[config.mk]
export PLATFORM = sky130hd
export DESIGN_NAME = pipe_sync_ctrl
export DESIGN_NICKNAME = d
export VERILOG_FILES = /design/src/rtl/pipe_sync_pkg.sv /design/src/rtl/slot_ring.sv /design/src/rtl/ring_side.sv /design/src/rtl/wb_drain.sv /design/src/rtl/pipe_sync_ctrl.sv
export SDC_FILE = /design/constraint.sdc
export NUM_CORES = 1
export LEC_CHECK = 0
export BUFFER_PORTS_ARGS = -buffer_cell sky130_fd_sc_hd__buf_2
export CORE_ASPECT_RATIO = 0.5
export CORE_MARGIN = 5
export CORE_UTILIZATION = 35
export DETAILED_ROUTE_END_ITERATION = 10
export MAX_ROUTING_LAYER = met4
export SLEW_MARGIN = 25
export SYNTH_ARGS = -nofsm -noshare
export SYNTH_HDL_FRONTEND = slang
export SYNTH_HIERARCHICAL = 1
export SYNTH_SLANG_ARGS = --single-unit
[constraint.sdc]
create_clock -name clk -period 1.8 [get_ports clk]
set_clock_uncertainty 0.1 [all_clocks]
set_input_delay 0.09 -clock clk [delete_from_list [all_inputs] [get_ports clk]]
set_output_delay 0.09 -clock clk [all_outputs]
set_load 0.01 [all_outputs]
[src/rtl/pipe_sync_pkg.sv]
package pipe_sync_pkg;

    // Which side of a ring an agent sits on.
    typedef enum logic {
        ROLE_FILL  = 1'b0,  // waits for an empty slot, releases it full
        ROLE_DRAIN = 1'b1   // waits for a full slot, releases it empty
    } side_role_e;

    function automatic int idx_width(input int depth);
        return (depth > 1) ? $clog2(depth) : 1;
    endfunction

    function automatic int cnt_width(input int depth);
        return $clog2(depth + 1);
    endfunction

endpackage

[src/rtl/slot_ring.sv]
module slot_ring
    import pipe_sync_pkg::*;
#(
    parameter int DEPTH = 5,
    localparam int IW = idx_width(DEPTH),
    localparam int CW = cnt_width(DEPTH)
) (
    input  logic             clk,
    input  logic             rst_n,
    input  logic             fill_i,
    input  logic [IW-1:0]    fill_idx_i,
    input  logic             drain_i,
    input  logic [IW-1:0]    drain_idx_i,
    output logic [DEPTH-1:0] fill_par_o,
    output logic [DEPTH-1:0] drain_par_o,
    output logic [CW-1:0]    full_cnt_o
);

    typedef struct packed {
        logic [DEPTH-1:0] fill_par;
        logic [DEPTH-1:0] drain_par;
    } ring_t;

    ring_t s_d, s_q;

    always_comb begin
        s_d = s_q;
        for (int i = 0; i < DEPTH; i++) begin
            if (fill_i && fill_idx_i == IW'(i)) begin
                s_d.fill_par[i] = ~s_q.fill_par[i];
            end
            if (drain_i && drain_idx_i == IW'(i)) begin
                s_d.drain_par[i] = ~s_q.drain_par[i];
            end
        end
    end

    always_ff @(posedge clk) begin
        if (!rst_n) begin
            s_q <= '0;
        end else begin
            s_q <= s_d;
        end
    end

    always_comb begin
        full_cnt_o = '0;
        for (int i = 0; i < DEPTH; i++) begin
            full_cnt_o = full_cnt_o + CW'(s_q.fill_par[i] ^ s_q.drain_par[i]);
        end
    end

    assign fill_par_o  = s_q.fill_par;
    assign drain_par_o = s_q.drain_par;

endmodule

[src/rtl/ring_side.sv]
module ring_side
    import pipe_sync_pkg::*;
#(
    parameter int         DEPTH = 5,
    parameter side_role_e ROLE  = ROLE_FILL,
    localparam int IW = idx_width(DEPTH)
) (
    input  logic             clk,
    input  logic             rst_n,
    input  logic             acq_req_i,
    input  logic [DEPTH-1:0] fill_par_i,
    input  logic [DEPTH-1:0] drain_par_i,
    input  logic             adv_i,     // move to the next slot
    input  logic             drop_i,    // stop holding
    output logic             acq_gnt_o,
    output logic             held_o,
    output logic [IW-1:0]    idx_o
);

    typedef struct packed {
        logic [IW-1:0] idx;
        logic          phase;
        logic          held;
    } side_t;

    side_t s_d, s_q;
    logic  cur_fill, cur_drain, ready;

    always_comb begin
        cur_fill  = 1'b0;
        cur_drain = 1'b0;
        for (int i = 0; i < DEPTH; i++) begin
            if (s_q.idx == IW'(i)) begin
                cur_fill  = fill_par_i[i];
                cur_drain = drain_par_i[i];
            end
        end
    end

    generate
        if (ROLE == ROLE_FILL) begin : g_fill
            // previous lap of this slot has been drained
            assign ready = (cur_drain == s_q.phase);
        end else begin : g_drain
            // this lap of this slot has been filled
            assign ready = (cur_fill != s_q.phase);
        end
    endgenerate

    assign acq_gnt_o = acq_req_i && !s_q.held && ready;

    always_comb begin
        s_d = s_q;
        if (acq_gnt_o) begin
            s_d.held = 1'b1;
        end
        if (drop_i) begin
            s_d.held = 1'b0;
        end
        if (adv_i) begin
            if (s_q.idx == IW'(DEPTH - 1)) begin
                s_d.idx   = '0;
                s_d.phase = ~s_q.phase;
            end else begin
                s_d.idx = s_q.idx + IW'(1);
            end
        end
    end

    always_ff @(posedge clk) begin
        if (!rst_n) begin
            s_q <= '0;
        end else begin
            s_q <= s_d;
        end
    end

    assign held_o = s_q.held;
    assign idx_o  = s_q.idx;

endmodule

[src/rtl/wb_drain.sv]
module wb_drain
    import pipe_sync_pkg::*;
#(
    parameter int SUBTILES = 4,
    parameter int EARLY_AT = 1,
    parameter bit EARLY_ON = 1'b1,
    localparam int SW = idx_width(SUBTILES)
) (
    input  logic          clk,
    input  logic          rst_n,
    input  logic          held_i,
    input  logic          sub_done_i,
    output logic          free_o,   // accumulator may be marked empty
    output logic          done_o,   // draining finished
    output logic [SW-1:0] sub_o
);

    typedef struct packed {
        logic [SW-1:0] cnt;
    } drain_t;

    drain_t s_d, s_q;
    logic   pulse, last;

    assign pulse  = held_i && sub_done_i;
    assign last   = (s_q.cnt == SW'(SUBTILES - 1));
    assign done_o = pulse && last;

    generate
        if (EARLY_ON) begin : g_early
            assign free_o = pulse && (s_q.cnt == SW'(EARLY_AT));
        end else begin : g_late
            assign free_o = done_o;
        end
    endgenerate

    always_comb begin
        s_d = s_q;
        if (pulse) begin
            s_d.cnt = last ? '0 : s_q.cnt + SW'(1);
        end
    end

    always_ff @(posedge clk) begin
        if (!rst_n) begin
            s_q <= '0;
        end else begin
            s_q <= s_d;
        end
    end

    assign sub_o = s_q.cnt;

endmodule

[src/rtl/pipe_sync_ctrl.sv]
module pipe_sync_ctrl
    import pipe_sync_pkg::*;
#(
    parameter int LOAD_SLOTS = 5,
    parameter int ACC_SLOTS  = 1,
    parameter int SUBTILES   = 4,
    parameter int EARLY_AT   = 1,
    parameter bit EARLY_EN   = 1'b1,
    localparam int LIW = idx_width(LOAD_SLOTS),
    localparam int AIW = idx_width(ACC_SLOTS),
    localparam int SW  = idx_width(SUBTILES),
    localparam int LCW = cnt_width(LOAD_SLOTS),
    localparam int ACW = cnt_width(ACC_SLOTS)
) (
    input  logic           clk,
    input  logic           rst_n,
    input  logic           ld_acq_req,
    output logic           ld_acq_gnt,
    input  logic           ld_rel,
    output logic [LIW-1:0] ld_slot,
    input  logic           mc_acq_req,
    output logic           mc_acq_gnt,
    input  logic           mc_rel,
    output logic [LIW-1:0] mc_slot,
    input  logic           ma_acq_req,
    output logic           ma_acq_gnt,
    input  logic           ma_rel,
    output logic [AIW-1:0] ma_slot,
    input  logic           wb_acq_req,
    output logic           wb_acq_gnt,
    input  logic           wb_sub_done,
    output logic [AIW-1:0] wb_slot,
    output logic [SW-1:0]  wb_sub,
    output logic [LCW-1:0] ld_full_cnt,
    output logic [ACW-1:0] acc_full_cnt
);

    localparam bit EARLY_ACTIVE = EARLY_EN && (ACC_SLOTS == 1);

    logic [LOAD_SLOTS-1:0] st_fill, st_drain;
    logic [ACC_SLOTS-1:0]  ac_fill, ac_drain;
    logic ld_held, mc_held, ma_held, wb_held;
    logic ld_done, mc_done, ma_done;
    logic wb_free, wb_done;

    assign ld_done = ld_rel && ld_held;
    assign mc_done = mc_rel && mc_held;
    assign ma_done = ma_rel && ma_held;

    // Staging ring between loader and compute
    slot_ring #(.DEPTH(LOAD_SLOTS)) u_stage_ring (
        .clk, .rst_n,
        .fill_i(ld_done), .fill_idx_i(ld_slot),
        .drain_i(mc_done), .drain_idx_i(mc_slot),
        .fill_par_o(st_fill), .drain_par_o(st_drain),
        .full_cnt_o(ld_full_cnt)
    );

    ring_side #(.DEPTH(LOAD_SLOTS), .ROLE(ROLE_FILL)) u_loader (
        .clk, .rst_n,
        .acq_req_i(ld_acq_req), .fill_par_i(st_fill), .drain_par_i(st_drain),
        .adv_i(ld_done), .drop_i(ld_done),
        .acq_gnt_o(ld_acq_gnt), .held_o(ld_held), .idx_o(ld_slot)
    );

    ring_side #(.DEPTH(LOAD_SLOTS), .ROLE(ROLE_DRAIN)) u_cmp_rd (
        .clk, .rst_n,
        .acq_req_i(mc_acq_req), .fill_par_i(st_fill), .drain_par_i(st_drain),
        .adv_i(mc_done), .drop_i(mc_done),
        .acq_gnt_o(mc_acq_gnt), .held_o(mc_held), .idx_o(mc_slot)
    );

    // Accumulator ring between compute and writeback
    slot_ring #(.DEPTH(ACC_SLOTS)) u_acc_ring (
        .clk, .rst_n,
        .fill_i(ma_done), .fill_idx_i(ma_slot),
        .drain_i(wb_free), .drain_idx_i(wb_slot),
        .fill_par_o(ac_fill), .drain_par_o(ac_drain),
        .full_cnt_o(acc_full_cnt)
    );

    ring_side #(.DEPTH(ACC_SLOTS), .ROLE(ROLE_FILL)) u_cmp_acc (
        .clk, .rst_n,
        .acq_req_i(ma_acq_req), .fill_par_i(ac_fill), .drain_par_i(ac_drain),
        .adv_i(ma_done), .drop_i(ma_done),
        .acq_gnt_o(ma_acq_gnt), .held_o(ma_held), .idx_o(ma_slot)
    );

    // Writeback advances its index when the slot is freed, but stays
    // busy until the final sub-tile has been drained.
    ring_side #(.DEPTH(ACC_SLOTS), .ROLE(ROLE_DRAIN)) u_wback (
        .clk, .rst_n,
        .acq_req_i(wb_acq_req), .fill_par_i(ac_fill), .drain_par_i(ac_drain),
        .adv_i(wb_free), .drop_i(wb_done),
        .acq_gnt_o(wb_acq_gnt), .held_o(wb_held), .idx_o(wb_slot)
    );

    wb_drain #(
        .SUBTILES(SUBTILES), .EARLY_AT(EARLY_AT), .EARLY_ON(EARLY_ACTIVE)
    ) u_drain (
        .clk, .rst_n,
        .held_i(wb_held), .sub_done_i(wb_sub_done),
        .free_o(wb_free), .done_o(wb_done), .sub_o(wb_sub)
    );

endmodule

==> results.toml <==
[run_status]
status = "finished with violations"
violations = "negative setup slack"

[synth]
yosys.cell_count.top_type = "dfxtp_1"
yosysWarnings = 6
synthTopCellsByCount = "dfxtp_1 (28), nand2_1 (16), ha_1 (13), mux2i_1 (12)"
netlist_top_cells_area = "dfxtp_1 (29%), ha_1 (8.5%), mux2i_1 (6.3%)"
synthArstFlopShare_pct = 0
synth_cell_types = 43
syn_nets = 224
synth_seq_cells = 28
synth_flop_cell = "dfxtp_1"
ys_seq_area_share_pct = 29.4
synth_edf_count = 0
avgSynthCellArea_um2 = 9.59
yosys.area.top_type = "dfxtp_1"
syn-cell-area_um2 = 1910
syn_inst = 199
synth_top_area_share_pct = 29.4

[grt]
grt_util_all_layers_pct = 12.2
grt_overflow = 0
grt_max_degree = 43
grt_antenna_before_repair = 0
grt_pass1_wl_um = 7000
grt_pass1_vias = 1496

[drt]
ant_nets = 0
routed_wl_um = 4150
viasPerCell = 4.80
vias = 1540
drt_pass1_iterations = 5
wire_per_inst_um = 12.9
drtIter0Drc = 69
drc = 0

[sta]
min_period_over_period_pct = 124
finalMaxSlewViolations = 0
finalHoldViolations = 0
period_minus_slack_ns = 2.22
setup_violations = 5
hold_slack_ns = 0.0262
layout_setup_ws_ns = -0.424
fmax_ghz = 0.450
rsz0062_at_grt = "yes"

[critical_path]
cp-end-kind = "primary output"
r2r_slack_ns = 0.06
path_cells = "xor2_2 > fa_1 > fa_2 > ha_4 > buf_6"
critPathMaxStageDelay_ns = 0.49
cp-start-kind = "flop"
arrival_ns = 2.03
cp.required_ns = 1.61
crit_path_top_delay_cell = "fa_1"
cp_max_fo = 2
critPathKind = "reg2out"

[pwr]
swShare_pct = 24.6
combPwrFrac_pct = 16.5
peakVddDrop_mv = 0.265
p_leak_nw = 1.11
clockPowerShare_pct = 36.3
intPower_w = 0.00105
power_density_nw_per_um2 = 538
p_sw_w = 0.000343
share_seq_of_total_power_pct = 47.2

[cts]
cts_tree = "done"
root_buffer = "clkbuf_8"
clk_pin_slew_ns = 0.10
cts_buffers = 3
clockBufferDepth = 2
cts_sinks = 28
clk_latency_ns = 0.28
htree_levels = 1

[worst_hold_path]
hold_class = "in2reg"

[die]
fp.dieW_um = 114
rows = 19
die_y_um = 62.2
start_util_pct = 35.5
dieArea_um2 = 7120
core_area_um2 = 5370
ios = 28

[final_layout]
layout.cells.non_filler = 321
n_antenna_cell = 0
final_util_pct = 48.4
layout-drive-gt1-share_pct = 42.3
area_delta_synth_final_pct = 36.3
fin_nets = 274

[place]
numPlacedInstances = 307
gp_congestion = 0.802
dp_hpwl_um = 2900
portBuffers = 25

[run]
maxCapViolations = 0
-- cell families after synthesis --
| family | count (synthesis) | synth area share [%] |
|---|---|---|
| AOI/OAI and AO/OA | 24 | 9.38 |
| xor gates and xnor gates | 12 | 5.51 |
| adders and majority gates | 15 | 10.6 |
| buffers and inverters | 18 | 5.70 |
| DFF | 28 | 29.4 |
| muxes | 13 | 7.08 |
| other | 2 | 0.394 |
| and+or+nand+nor | 87 | 31.9 |
-- cell type report --
| class | instances | area, µm² |
|---|---|---|
| inverters | 8 | 37.5 |
| multi-input cells | 153 | 1420 |
| clock inverters | 1 | 30.0 |
| repair buffers | 55 | 394 |
| fillers | 487 | 2770 |
| clock buffers | 3 | 41.3 |
| flip-flops and latches | 28 | 583 |
| well taps | 73 | 91.3 |
-- what timing repair did --
item	CTS	global route
buffers inserted	6	0
endpoints found under the setup margin	6	7
resized for setup	39	15
hold buffers	4	0
cloned	0	0
hold endpoints to repair	4	0
pin swaps	11	10
-- power by group through the flow --
| stage | Clock, W | Sequential (W) | Combinational, W |
|---|---|---|---|
| floorplan | 0 | 0.000669 | 0.000136 |
| global placement | 0 | 0.000672 | 0.000192 |
| detailed placement | 0 | 0.000673 | 0.000197 |
| CTS | 0.000530 | 0.000660 | 0.000228 |
| global route | 0.000560 | 0.000664 | 0.000255 |
| finish | 0.000508 | 0.000660 | 0.000230 |
-- state kept, by name (all words and copies together) (netlist names) --
| register | flops |
|---|---|
| u_loader/idx_o | 3 |
| u_stage_ring/fill_par_o | 5 |
| u_cmp_acc/s_q | 1 |
| u_acc_ring/drain_par_o | 1 |
| u_cmp_acc/held_o | 1 |
| u_stage_ring/drain_par_o | 5 |
| u_drain/sub_o | 2 |
| u_cmp_rd/s_q | 1 |
| u_wback/s_q | 1 |
| u_cmp_rd/idx_o | 3 |
| u_loader/held_o | 1 |
| u_acc_ring/fill_par_o | 1 |
| u_wback/held_o | 1 |
| u_loader/s_q | 1 |
| u_cmp_rd/held_o | 1 |
-- path summary, 6_finish.rpt --
kind	to	depth (start not counted)	startpoint
worst max-delay path	ld_full_cnt[1]	5	u_stage_ring/fill_par_o[4]$_SDFFE_PN0P_
worst min-delay path	u_loader/held_o$_SDFFE_PP0P_	3	ld_acq_req
worst max register to register	u_loader/held_o$_SDFFE_PP0P_	6	u_loader/idx_o[1]$_SDFFE_PN0P_
worst min register to register	u_loader/held_o$_SDFFE_PP0P_	2	u_loader/held_o$_SDFFE_PP0P_
-- layout by cell type (no fill, tap or decap), drive strengths merged, types with 4 or more instances in the layout --
master	Yosys	layout
buf	10	51
dfxtp	28	28
nand2	17	17
ha	13	13
mux2i	12	12
and2	12	12
nand2b	11	11
o21ai	10	10
xor2	9	9
nand3b	8	8
nor2b	8	8
nand3	8	8
inv	8	8
and4bb	7	7
a21oi	5	5
dlygate4sd3	0	4
-- per-stage QoR --
step | setup TNS, ns | power (W) | area [µm²] | setup WS, ns
2_1_floorplan | 0 | 0.000805 | 1930 | 0.00131
5_1_grt | -2.05 | 0.00148 | 2600 | -0.479
4_1_cts | -1.80 | 0.00142 | 2530 | -0.437
3_5_place_dp | -0.509 | 0.000870 | 2220 | -0.142
6_report | -1.69 | 0.00140 | 2600 | -0.424
3_3_place_gp | -0.329 | 0.000863 | 2220 | -0.114
-- layer usage --
metal | vias up | track usage [%] | share of wire (%)
met4 | 0 | 3.11 | 0.51
met1 | 733 | 15.6 | 49
met2 | 21 | 19.5 | 48
li1 | 784 | - | -
met3 | 2 | 2.52 | 2.3
met5 | - | - | 0
-- critical path: cells and delay by family (launching register included) --
family / cells / cell delay, ns
buffers and inverters: 1 / 0.09
XOR/XNOR: 1 / 0.18
adder cells (fa/ha/maj): 3 / 1.13
flip-flops: 1 / 0.35
Note: power is estimated with default switching activity, not from simulation.
